[src/rtl/sdr_seq_pkg.sv]
package sdr_seq_pkg;

    // {cs_n, ras_n, cas_n, we_n}
    typedef enum logic [3:0] {
        CMD_MRS  = 4'b0000,
        CMD_REF  = 4'b0001,
        CMD_PRE  = 4'b0010,
        CMD_ACT  = 4'b0011,
        CMD_WR   = 4'b0100,
        CMD_RD   = 4'b0101,
        CMD_NOP  = 4'b0111,
        CMD_DESL = 4'b1111
    } sdr_cmd_e;

    typedef enum logic [3:0] {
        ST_PWR, ST_CKE, ST_PRE, ST_IREF, ST_MRS, ST_IDLE, ST_ACC, ST_WAIT
    } sdr_st_e;

    // low mode bits: burst of one word, sequential, latency in [6:4]
    function automatic logic [6:0] mode_low(input int cl);
        logic [6:0] m;
        m      = '0;
        m[6:4] = 3'(cl);
        return m;
    endfunction

endpackage

[src/rtl/sdr_refresh_timer.sv]
module sdr_refresh_timer #(
    parameter int REFI = 1562
) (
    input  logic clk,
    input  logic rst_n,
    input  logic ack,
    output logic pend
);
    localparam int CW = $clog2(REFI + 1);

    logic [CW-1:0] cnt_q;
    logic          pend_q;

    always_ff @(posedge clk or negedge rst_n) begin
        if (!rst_n) begin
            cnt_q  <= '0;
            pend_q <= 1'b0;
        end else begin
            if (cnt_q == CW'(REFI - 1)) begin
                cnt_q  <= '0;
                pend_q <= 1'b1;
            end else begin
                cnt_q <= cnt_q + 1'b1;
                if (ack) pend_q <= 1'b0;
            end
        end
    end

    assign pend = pend_q;
endmodule

[src/rtl/sdr_rd_capture.sv]
module sdr_rd_capture #(
    parameter int CAS_LAT = 2,
    parameter int DQ_W    = 16
) (
    input  logic            clk,
    input  logic            rst_n,
    input  logic            rd_on_bus,
    input  logic [DQ_W-1:0] dq_in,
    output logic            valid,
    output logic [DQ_W-1:0] data
);
    logic [CAS_LAT-1:0] pipe_q;
    logic               valid_q;
    logic [DQ_W-1:0]    data_q;

    always_ff @(posedge clk or negedge rst_n) begin
        if (!rst_n) begin
            pipe_q  <= '0;
            valid_q <= 1'b0;
            data_q  <= '0;
        end else begin
            pipe_q  <= {pipe_q[CAS_LAT-2:0], rd_on_bus};
            valid_q <= pipe_q[CAS_LAT-1];
            if (pipe_q[CAS_LAT-1]) data_q <= dq_in;
        end
    end

    assign valid = valid_q;
    assign data  = data_q;
endmodule

[src/rtl/sdr_seq_ctrl.sv]
module sdr_seq_ctrl
    import sdr_seq_pkg::*;
#(
    parameter int BANK_W   = 2,
    parameter int ROW_W    = 12,
    parameter int COL_W    = 8,
    parameter int DQ_W     = 16,
    parameter int CAS_LAT  = 2,
    parameter int CLK_MHZ  = 100,
    parameter int INIT_CYC = 20000,
    parameter int T_RCD    = 2,
    parameter int T_RP     = 2,
    parameter int T_RFC    = 7,
    parameter int T_WR     = 2
) (
    input  logic                              clk,
    input  logic                              rst_n,
    input  logic                              req_valid,
    output logic                              req_ready,
    input  logic                              req_we,
    input  logic [BANK_W+ROW_W+COL_W-1:0]     req_addr,
    input  logic [DQ_W-1:0]                   req_wdata,
    input  logic [DQ_W/8-1:0]                 req_mask,
    output logic                              rsp_valid,
    output logic [DQ_W-1:0]                   rsp_rdata,
    output logic                              sd_cke,
    output logic                              sd_cs_n,
    output logic                              sd_ras_n,
    output logic                              sd_cas_n,
    output logic                              sd_we_n,
    output logic [BANK_W-1:0]                 sd_ba,
    output logic [ROW_W-1:0]                  sd_addr,
    output logic [DQ_W/8-1:0]                 sd_dqm,
    output logic [DQ_W-1:0]                   sd_dq_out,
    output logic                              sd_dq_oe,
    input  logic [DQ_W-1:0]                   sd_dq_in
);
    localparam int ADDR_W = BANK_W + ROW_W + COL_W;
    localparam int MASK_W = DQ_W / 8;
    localparam int REFI   = (CLK_MHZ * 64000) / 4096;
    localparam int T_MRD  = 2;
    localparam int CNT_W  = $clog2(INIT_CYC + T_RFC + T_WR + T_RP + CAS_LAT + T_RCD + 2);

    typedef struct packed {
        sdr_st_e           st;
        sdr_st_e           ret;
        logic [CNT_W-1:0]  cnt;
        logic              second;
        logic              cke;
        sdr_cmd_e          cmd;
        logic [BANK_W-1:0] ba;
        logic [ROW_W-1:0]  addr;
        logic [MASK_W-1:0] dqm;
        logic [DQ_W-1:0]   dq;
        logic              dq_oe;
        logic [BANK_W-1:0] bank;
        logic [COL_W-1:0]  col;
        logic              we;
        logic [DQ_W-1:0]   wdata;
        logic [MASK_W-1:0] mask;
    } ctl_t;

    ctl_t ctl_d, ctl_q;
    logic ref_pend;
    logic ref_ack;

    sdr_refresh_timer #(.REFI(REFI)) u_refresh (
        .clk  (clk),
        .rst_n(rst_n),
        .ack  (ref_ack),
        .pend (ref_pend)
    );

    sdr_rd_capture #(.CAS_LAT(CAS_LAT), .DQ_W(DQ_W)) u_capture (
        .clk      (clk),
        .rst_n    (rst_n),
        .rd_on_bus(ctl_q.cmd == CMD_RD),
        .dq_in    (sd_dq_in),
        .valid    (rsp_valid),
        .data     (rsp_rdata)
    );

    always_comb begin
        ctl_d       = ctl_q;
        ctl_d.cmd   = CMD_NOP;
        ctl_d.dq_oe = 1'b0;
        ctl_d.dqm   = '0;
        ref_ack     = 1'b0;
        unique case (ctl_q.st)
            ST_PWR: begin
                ctl_d.cmd = CMD_DESL;
                if (ctl_q.cnt == '0) begin
                    ctl_d.st  = ST_CKE;
                    ctl_d.cke = 1'b1;
                end else begin
                    ctl_d.cnt = ctl_q.cnt - 1'b1;
                end
            end
            ST_CKE: ctl_d.st = ST_PRE;
            ST_PRE: begin
                ctl_d.cmd      = CMD_PRE;
                ctl_d.addr     = '0;
                ctl_d.addr[10] = 1'b1;
                ctl_d.cnt      = CNT_W'(T_RP - 2);
                ctl_d.ret      = ST_IREF;
                ctl_d.second   = 1'b0;
                ctl_d.st       = ST_WAIT;
            end
            ST_IREF: begin
                ctl_d.cmd    = CMD_REF;
                ctl_d.cnt    = CNT_W'(T_RFC - 2);
                ctl_d.ret    = ctl_q.second ? ST_MRS : ST_IREF;
                ctl_d.second = 1'b1;
                ctl_d.st     = ST_WAIT;
            end
            ST_MRS: begin
                ctl_d.cmd       = CMD_MRS;
                ctl_d.ba        = '0;
                ctl_d.addr      = '0;
                ctl_d.addr[6:0] = mode_low(CAS_LAT);
                ctl_d.cnt       = CNT_W'(T_MRD - 2);
                ctl_d.ret       = ST_IDLE;
                ctl_d.st        = ST_WAIT;
            end
            ST_IDLE: begin
                if (ref_pend) begin
                    ctl_d.cmd = CMD_REF;
                    ref_ack   = 1'b1;
                    ctl_d.cnt = CNT_W'(T_RFC - 2);
                    ctl_d.ret = ST_IDLE;
                    ctl_d.st  = ST_WAIT;
                end else if (req_valid) begin
                    ctl_d.cmd   = CMD_ACT;
                    ctl_d.ba    = req_addr[ADDR_W-1 -: BANK_W];
                    ctl_d.addr  = req_addr[COL_W +: ROW_W];
                    ctl_d.bank  = req_addr[ADDR_W-1 -: BANK_W];
                    ctl_d.col   = req_addr[COL_W-1:0];
                    ctl_d.we    = req_we;
                    ctl_d.wdata = req_wdata;
                    ctl_d.mask  = req_mask;
                    ctl_d.cnt   = CNT_W'(T_RCD - 2);
                    ctl_d.ret   = ST_ACC;
                    ctl_d.st    = ST_WAIT;
                end
            end
            ST_ACC: begin
                ctl_d.cmd             = ctl_q.we ? CMD_WR : CMD_RD;
                ctl_d.ba              = ctl_q.bank;
                ctl_d.addr            = '0;
                ctl_d.addr[COL_W-1:0] = ctl_q.col;
                ctl_d.addr[10]        = 1'b1;
                if (ctl_q.we) begin
                    ctl_d.dq_oe = 1'b1;
                    ctl_d.dq    = ctl_q.wdata;
                    ctl_d.dqm   = ctl_q.mask;
                    ctl_d.cnt   = CNT_W'(T_WR + T_RP - 2);
                end else begin
                    ctl_d.cnt   = CNT_W'(CAS_LAT + T_RP - 2);
                end
                ctl_d.ret = ST_IDLE;
                ctl_d.st  = ST_WAIT;
            end
            ST_WAIT: begin
                if (ctl_q.cnt == '0) ctl_d.st  = ctl_q.ret;
                else                 ctl_d.cnt = ctl_q.cnt - 1'b1;
            end
            default: ctl_d.st = ST_IDLE;
        endcase
    end

    always_ff @(posedge clk or negedge rst_n) begin
        if (!rst_n) begin
            ctl_q     <= '0;
            ctl_q.st  <= ST_PWR;
            ctl_q.ret <= ST_IDLE;
            ctl_q.cnt <= CNT_W'(INIT_CYC - 1);
            ctl_q.cmd <= CMD_DESL;
        end else begin
            ctl_q <= ctl_d;
        end
    end

    assign req_ready = (ctl_q.st == ST_IDLE) && !ref_pend;
    assign sd_cke    = ctl_q.cke;
    assign {sd_cs_n, sd_ras_n, sd_cas_n, sd_we_n} = ctl_q.cmd;
    assign sd_ba     = ctl_q.ba;
    assign sd_addr   = ctl_q.addr;
    assign sd_dqm    = ctl_q.dqm;
    assign sd_dq_out = ctl_q.dq;
    assign sd_dq_oe  = ctl_q.dq_oe;

endmodule

[config.mk]
export PLATFORM = sky130hd
export DESIGN_NAME = sdr_seq_ctrl
export DESIGN_NICKNAME = d
export VERILOG_FILES = /design/src/rtl/sdr_seq_pkg.sv /design/src/rtl/sdr_refresh_timer.sv /design/src/rtl/sdr_rd_capture.sv /design/src/rtl/sdr_seq_ctrl.sv
export SDC_FILE = /design/constraint.sdc
export NUM_CORES = 1
export LEC_CHECK = 0
export BUFFER_PORTS_ARGS = -buffer_cell sky130_fd_sc_hd__clkbuf_2
export CAP_MARGIN = 20
export CORE_MARGIN = 3
export CORE_UTILIZATION = 55
export CTS_CLUSTER_DIAMETER = 60
export DETAILED_ROUTE_END_ITERATION = 10
export GPL_TIMING_DRIVEN = 0
export MAX_ROUTING_LAYER = met4
export PLACE_DENSITY = 0.8
export SYNTH_ARGS = -nofsm -noshare
export SYNTH_HDL_FRONTEND = slang
export SYNTH_SLANG_ARGS = --single-unit
[constraint.sdc]
create_clock -name clk -period 6 [get_ports clk]
set_clock_uncertainty 0.2 [all_clocks]
set_input_delay 0.3 -clock clk [delete_from_list [all_inputs] [get_ports clk]]
set_output_delay 0.3 -clock clk [all_outputs]
set_load 0.01 [all_outputs]
==> results of run 1 <==
## cell usage after synthesis, types with 3 or more instances
library cell  number  area share, %
a22oi_1           10            1.4
or4_1              4           0.55
xnor2_1            4           0.64
nor4_1             4           0.45
and3_1             3           0.34
dfstp_2           15            7.2
mux2_2            56             11
xor2_1             5           0.80
buf_2              6           0.55
mux2_1             6            1.2
buf_4             35            4.8
nand2b_1           3           0.34
clkbuf_1          10           0.68
dfrtp_1          105             48
buf_6              3           0.61
nand3b_1           9            1.2
a22o_1             4           0.64
nor3_1             5           0.45
inv_1              8           0.55
a21oi_1           12            1.1
ha_1               3           0.68
o21ai_0           19            1.7
nor2_1            23            1.6
or3_1              6           0.68
a211oi_1           3           0.41
nand2_1           27            1.8
mux2i_1           10            1.8
and4_1             3           0.48
nand3_1           16            1.5
## cells by family (layout without fill, tap and decap cells)
logic type,Yosys count,after routing
AOI/OAI and AO/OA,67,67
xor gates and xnor gates,9,9
adders and majority gates,3,3
buffers and inverters,63,267
DFF,120,120
muxes,73,73
other,0,1
and+or+nand+nor,120,120
## state kept, by name, indices dropped and copies added, names as in the netlist
register / cells
sd_ba: 2
sd_ras_n: 1
sd_cs_n: 1
sd_dqm: 2
u_capture.pipe_q: 2
u_capture.data: 16
sd_cas_n: 1
u_refresh.pend: 1
sd_cke: 1
sd_dq_out: 16
sd_we_n: 1
u_capture.valid: 1
sd_addr: 12
sd_dq_oe: 1
ctl_q: 51
u_refresh.cnt_q: 11
## layer usage
layer	GRT usage [%]	share of wire (%)	vias up
met5	-	0	-
met4	10.6	2.3	0
met3	8.01	5.9	35
met2	49.1	52	182
met1	33.8	40	2218
li1	-	-	1989
## layout by cell type (no fill, tap or decap), types with 12 or more instances in the layout
cell | netlist | layout
mux2_2 | 56 | 56
clkbuf_2 | 0 | 114
buf_4 | 35 | 35
dlygate4sd3_1 | 0 | 57
nand2_1 | 27 | 27
o21ai_0 | 19 | 19
dfstp_2 | 15 | 15
dfrtp_1 | 105 | 105
nand3_1 | 16 | 16
clkbuf_1 | 10 | 12
a21oi_1 | 12 | 12
clkbuf_16 | 0 | 16
nor2_1 | 23 | 23
## final cells by class
cell class / count / area (um^2)
Sequential cell: 120 / 3020
Multi-Input combinational cell: 272 / 2080
Fill cell: 514 / 2070
Timing Repair Buffer: 172 / 1150
Clock buffer: 19 / 422
Buffer: 55 / 368
Tap cell: 129 / 161
Clock inverter: 13 / 146
Inverter: 8 / 30.0
Antenna cell: 1 / 2.50
## per-stage QoR
stage	instance area [um^2]	utilization, %	instances	hold WS (ns)	power [uW]
global route	7390	78.1	789	0.0186	2540
floorplan	5500	-	455	-0.196	1280
finish	7390	78.1	789	0.0154	2430
detailed placement	6250	66.0	699	0.136	1420
global placement	6240	66.0	699	0.139	1390
CTS	7390	78.1	788	0.0206	2410
## critical path, cell delays in order (launching register included)
cell	delay (ns)
dfrtp_1	0.44
nand2_1	0.16
nor3b_2	0.60
nor2b_1	0.20
buf_2	0.18
buf_4	0.23
mux2_2	0.38
## power by group
group / switching [uW] / total (uW) / internal, uW
registers: 97.3 / 1030 / 934
clock network: 386 / 981 / 594
logic: 198 / 420 / 221
## worst paths after layout
kind | start | cells past startpoint | slack, ns | endpoint
worst max register to register | ctl_q[87]$_DFFE_PN0P_ | 6 | 3.49 | ctl_q[16]$_DFFE_PN0P_
worst max-delay path | ctl_q[87]$_DFFE_PN0P_ | 6 | 3.49 | ctl_q[16]$_DFFE_PN0P_
worst min-delay path | req_addr[13] | 5 | 0.02 | sd_addr[5]$_DFFE_PN0P_
min in group asynchronous | rst_n | 2 | 0.27 | u_capture.data[5]$_DFFE_PN0P_
max in group asynchronous | rst_n | 2 | 4.67 | ctl_q[25]$_DFFE_PN0P_
worst min register to register | u_capture.pipe_q[0]$_DFF_PN0_ | 0 | 0.15 | u_capture.pipe_q[1]$_DFF_PN0_
==> out/metrics.cfg, run 1 <==
[synth]
synth_edf_count=0
seq_area_frac_synth_pct=54.9
syn_inst=455
synthXorXnorAreaFrac_pct=1.43
ys.flop_type=dfrtp_1
syn_area_mm2=0.00550
ys_ff_latch=120
synth_fa_ha_area_share_pct=0.682
syn_avg_cell_area_um2=12.1
synth_nets=518
synthSimpleGateAreaFrac_pct=12.2
synth_compound_area_share_pct=8.71
synth_top_family_by_area=multiplexers
muxShareOfSynthArea_pct=14.8
ys_types=57
async_flop_share_pct=100
yosys_warnings=0

[sta]
period_needed_ns=2.51
finalWorstSetupSlack_ns=3.49
post-route-period-util_pct=41.8
fmax_mhz=399
setup-violations-final=0
setup_tns_ns=0
finalMaxSlewViolations=0
slew_headroom_pct=38.0
hold_viol_final=0
max_slew.worst_pin.slew_ns=0.930
rsz0062_at_grt=false

[die]
die_h_um=106
io_pins=116
die-area_mm2=0.0112
initial_core_util_pct=58.2
rows=35
coreArea_mm2=0.00946
die_width_um=106

[setup_path]
worst_setup_path_end_kind=register
arrival_ns=2.70
cp-start-kind=register
cp_max_fo=10
criticalPathCategory=register to register
required_ns=6.20

[finish]
drive_gt1_share_pct=41.6
layout.nets=709
area_delta_synth_final_pct=34.3

[global_route]
gr-total-overflow=0
grt_max_degree=121
grt_usage_pct=29.2
grt_pass1_vias=4674
grt_pass1_wl_um=24800
antenna_found_initial=1

[detailed_routing]
first_iter_violations=255
ant_nets=0
vias=4424
wl_um=15300
vias_per_cell=5.61
post_drt_wl_per_cell_um=19.4
drtPass1Iterations=5
drc=0

[power_and_ir_drop]
p_per_area_mw_per_mm2=329
ir_drop_mv=0.211
p_leak_uw=0.00358

[clock_tree]
numCtsBuffers=17
ctsResizeCount=0
cts.htree.levels=4
cts_root_buffer=clkbuf_8
cts_tree=built
clock_latency_ns=0.52
cts_hold_buf=57
clk_pin_slew_ns=0.06
cts_buffer_depth=2
clock_sinks=120
cts_setup_buffers=0

[place]
place.port_buffers=115
gp_congestion=0.948
place_ws_ns=3.58
hpwl_um=8630

[hold_path]
hold_path_class=input port to register

[run_status]
status=finished clean

[job]
drv_cap=0

(Power assumes the default switching activity.)
==> inputs of run 2 (changes only) <==
--- a/config.mk
+++ b/config.mk
@@ -5,15 +5,16 @@
 export SDC_FILE = /design/constraint.sdc
 export NUM_CORES = 1
 export LEC_CHECK = 0
+export ABC_AREA = 1
 export BUFFER_PORTS_ARGS = -buffer_cell sky130_fd_sc_hd__clkbuf_2
 export CAP_MARGIN = 20
 export CORE_MARGIN = 3
-export CORE_UTILIZATION = 55
+export CORE_UTILIZATION = 49
 export CTS_CLUSTER_DIAMETER = 60
 export DETAILED_ROUTE_END_ITERATION = 10
 export GPL_TIMING_DRIVEN = 0
 export MAX_ROUTING_LAYER = met4
-export PLACE_DENSITY = 0.8
+export PLACE_DENSITY = 0.76
 export SYNTH_ARGS = -nofsm -noshare
 export SYNTH_HDL_FRONTEND = slang
 export SYNTH_SLANG_ARGS = --single-unit
==> constraint.sdc (replaced) <==
create_clock -name clk -period 2.25 [get_ports clk]
set_clock_uncertainty 0.2 [all_clocks]
set_input_delay 0.1125 -clock clk [delete_from_list [all_inputs] [get_ports clk]]
set_output_delay 0.1125 -clock clk [all_outputs]
set_load 0.01 [all_outputs]
==> out/metrics.cfg, run 2 <==
[die]
initial_core_util_pct=50.5  ; -7.7 points
die_h_um=112  ; +5.8%
coreArea_mm2=0.0109  ; +16%
die_width_um=112  ; +5.8%
io_pins=116  ; unchanged
die-area_mm2=0.0126  ; +12%
rows=38  ; +8.6%

[synth]
synth_nets=685  ; +32%
syn_inst=622  ; +37%
yosys_warnings=0  ; unchanged
synthDominantCellAreaShare_pct=47.6  ; -0.14 points
seq_area_frac_synth_pct=54.8  ; -0.16 points
synth_top_cell_by_area=dfrtp_1
ys_ff_latch=120  ; unchanged
ys_types=32  ; -44%
yosys-top-cells-area=dfrtp_1, nand2_1, dfstp_2, buf_4, o21ai_1
async_flop_share_pct=100  ; unchanged
syn_area_mm2=0.00552  ; +0.30%
ys.flop_type=dfrtp_1
synth_commonest_cells=nand2_1, dfrtp_1, inv_1, o21ai_1, nor2_1
yosysMostFrequentCell=nand2_1
synth_edf_count=0  ; unchanged
syn_avg_cell_area_um2=8.87  ; -27%

[power_and_ir_drop]
power.total_uw=10800  ; +350%
ir_drop_mv=0.699  ; +230%
p_leak_uw=0.00387  ; +7.9%
p_per_area_mw_per_mm2=1430  ; +340%

[sta]
finalMaxSlewViolations=0  ; unchanged
finalWorstSetupSlack_ns=0.325  ; -3.17 ns
hold_viol_final=0  ; unchanged
period_needed_ns=1.93  ; -0.581 ns
setup-violations-final=0  ; unchanged
slew_headroom_pct=52.7  ; +15 points
fmax_mhz=519  ; +30%
post-route-period-util_pct=85.6  ; +44 points
max_slew.worst_pin.slew_ns=0.704  ; -0.225 ns
rsz0062_at_grt=false

[clock_tree]
cts_hold_buf=59  ; +3.5%
cts_root_buffer=clkbuf_16
clock_sinks=120  ; unchanged
cts_setup_buffers=0  ; unchanged
cts.htree.levels=4  ; unchanged
clk_pin_slew_ns=0.05  ; about the same
ctsResizeCount=0  ; unchanged
numCtsBuffers=17  ; unchanged
clock_latency_ns=0.41  ; -0.11 ns
cts_tree=built
cts_buffer_depth=2  ; unchanged

[setup_path]
crit_top_cell=nand2_1
path_buf_inv=2  ; unchanged
r2r-start=ctl_q[68]$_DFFE_PN1P_
cp_slowest_cell=dfstp_2
path_delay_family=simple AND/OR/NAND/NOR gates
cp_max_fo=10  ; unchanged
path_cells=inv_1 > ha_1 > nand2_1 > nor2_2 > nand3_1 > nand2_2 > buf_4 > nand2_1 > nand2_1
arrival_ns=2.02  ; -0.68 ns
cp-start-kind=register
required_ns=2.35  ; -3.85 ns
slowest_delay_ns=0.52  ; -0.08 ns
criticalPathCategory=register to register
critPathLaunch=ctl_q[68]$_DFFE_PN1P_
worst_setup_path_end_kind=register

[run_status]
status=finished clean

[detailed_routing]
vias_per_cell=4.92  ; -12%
ant_nets=0  ; unchanged
dr_wl_met3_um=651  ; -28%
post_drt_wl_per_cell_um=13.9  ; -28%
first_iter_violations=184  ; -28%
met2WireLength_um=6880  ; -13%
drc=0  ; unchanged
wl_met1_um=5650  ; -8.1%
vias=4763  ; +7.7%
wl_um=13500  ; -12%
drtPass1Iterations=5  ; unchanged
top_layer=met4

[global_route]
grt_pass1_vias=4948  ; +5.9%
antenna_found_initial=0  ; -1
gr-total-overflow=0  ; unchanged
grt_pass1_wl_um=22800  ; -8.0%
grt_max_degree=121  ; unchanged
grt_usage_pct=23.1  ; -6.1 points

[place]
place_ws_ns=0.356  ; -3.22 ns
place.port_buffers=115  ; unchanged
hpwl_um=8600  ; -0.38%
gp_congestion=0.819  ; -14%

[job]
drv_cap=0  ; unchanged

[finish]
layout_common_cells=nand2_1, clkbuf_2, dfrtp_1, dlygate4sd3_1, inv_1
diodes=0  ; -1
seqCellArea_mm2=0.00302  ; unchanged
multi_input_area_mm2=0.00189  ; -9.1%
drive_gt1_share_pct=29.8  ; -12 points
regMostFlops=ctl_q
fillerInstances=795  ; +55%
mostFrequentLayoutCell=nand2_1
area_delta_synth_final_pct=36.9
layout.nets=879  ; +24%
largest_register_ffs=51  ; unchanged

[hold_path]
hold_path_class=input port to async pin

[run 2: cell types whose count changed after synthesis, sizes merged, moves of 6 or more]
| cell | delta |
|---|---|
| or3 | -6 |
| nand2 | +142 |
| mux2 | -47 |
| inv | +57 |
| o21ai | +59 |
| nor2 | +26 |
| a22oi | -10 |
| nand3 | +19 |
| clkbuf | -6 |
| nand3b | -7 |
| a21oi | -9 |
| mux2i | -10 |
[run 2: tightest hold or removal path, stage by stage]
cell,delay [ns]
dlygate4sd3_1,0.53
clkbuf_8,0.13
buf_16,0.36
[run 2: final cells by class]
class                   instances  share of cell area (%)
inverters                      65                    3.23
repair buffers                175                    15.9
flip-flops and latches        120                    40.0
well taps                     140                    2.32
clock buffers                  18                    5.82
plain buffers                  52                    4.77
multi-input cells             385                    25.0
clock inverters                13                    2.88
[run 2: per-stage QoR]
| stage | area (um^2) | hold WS (ns) | utilization (%) | cells | TNS, ns |
|---|---|---|---|---|---|
| after floorplan | 5520 | -0.383 | - | 622 | 0 |
| final | 7550 | 0.0899 | 69.1 | 968 | 0 |
| after global routing | 7550 | 0.200 | 69.1 | 968 | 0 |
| after detailed placement | 6300 | 0.0418 | 57.7 | 878 | 0 |
| after global placement | 6270 | 0.116 | 57.3 | 877 | -87.26 |
| after CTS | 7550 | 0.164 | 69.1 | 968 | 0 |
[run 2: path summary, 6_finish.rpt]
kind	end	slack (ns)	depth (start not counted)
min	sd_addr[3]$_DFFE_PN0P_	0.09	3
min in group clk	u_capture.valid$_DFF_PN0_	0.18	0
max in group asynchronous	ctl_q[87]$_DFFE_PN0P_	1.25	3
min reg2reg	u_capture.valid$_DFF_PN0_	0.18	0
max	ctl_q[76]$_DFFE_PN0P_	0.32	9
max reg2reg	ctl_q[76]$_DFFE_PN0P_	0.32	9
[run 2: layer usage]
metal / up-vias / GRT usage (%)
li1: 2329 / -
met1: 2266 / 27.8
met2: 143 / 37.8
met3: 25 / 5.55
met4: 0 / 8.73
met5: - / -
[run 2: logic make-up (layout without fill, tap and decap cells)]
group,Yosys count,in the layout,synth area share (%)
XOR/XNOR,9,9,1.43
adder cells (fa/ha/maj),3,3,0.680
AND/OR/NAND/NOR,268,268,20.6
buffers and inverters,117,323,11.0
multiplexers,16,16,3.27
AO/OA/AOI/OAI,89,89,8.32
flip-flops,120,120,54.8
[run 2: power breakdown]
group,internal (uW),switching [uW]
sequential,3110,451
clock,2000,988
combinational,1740,2540
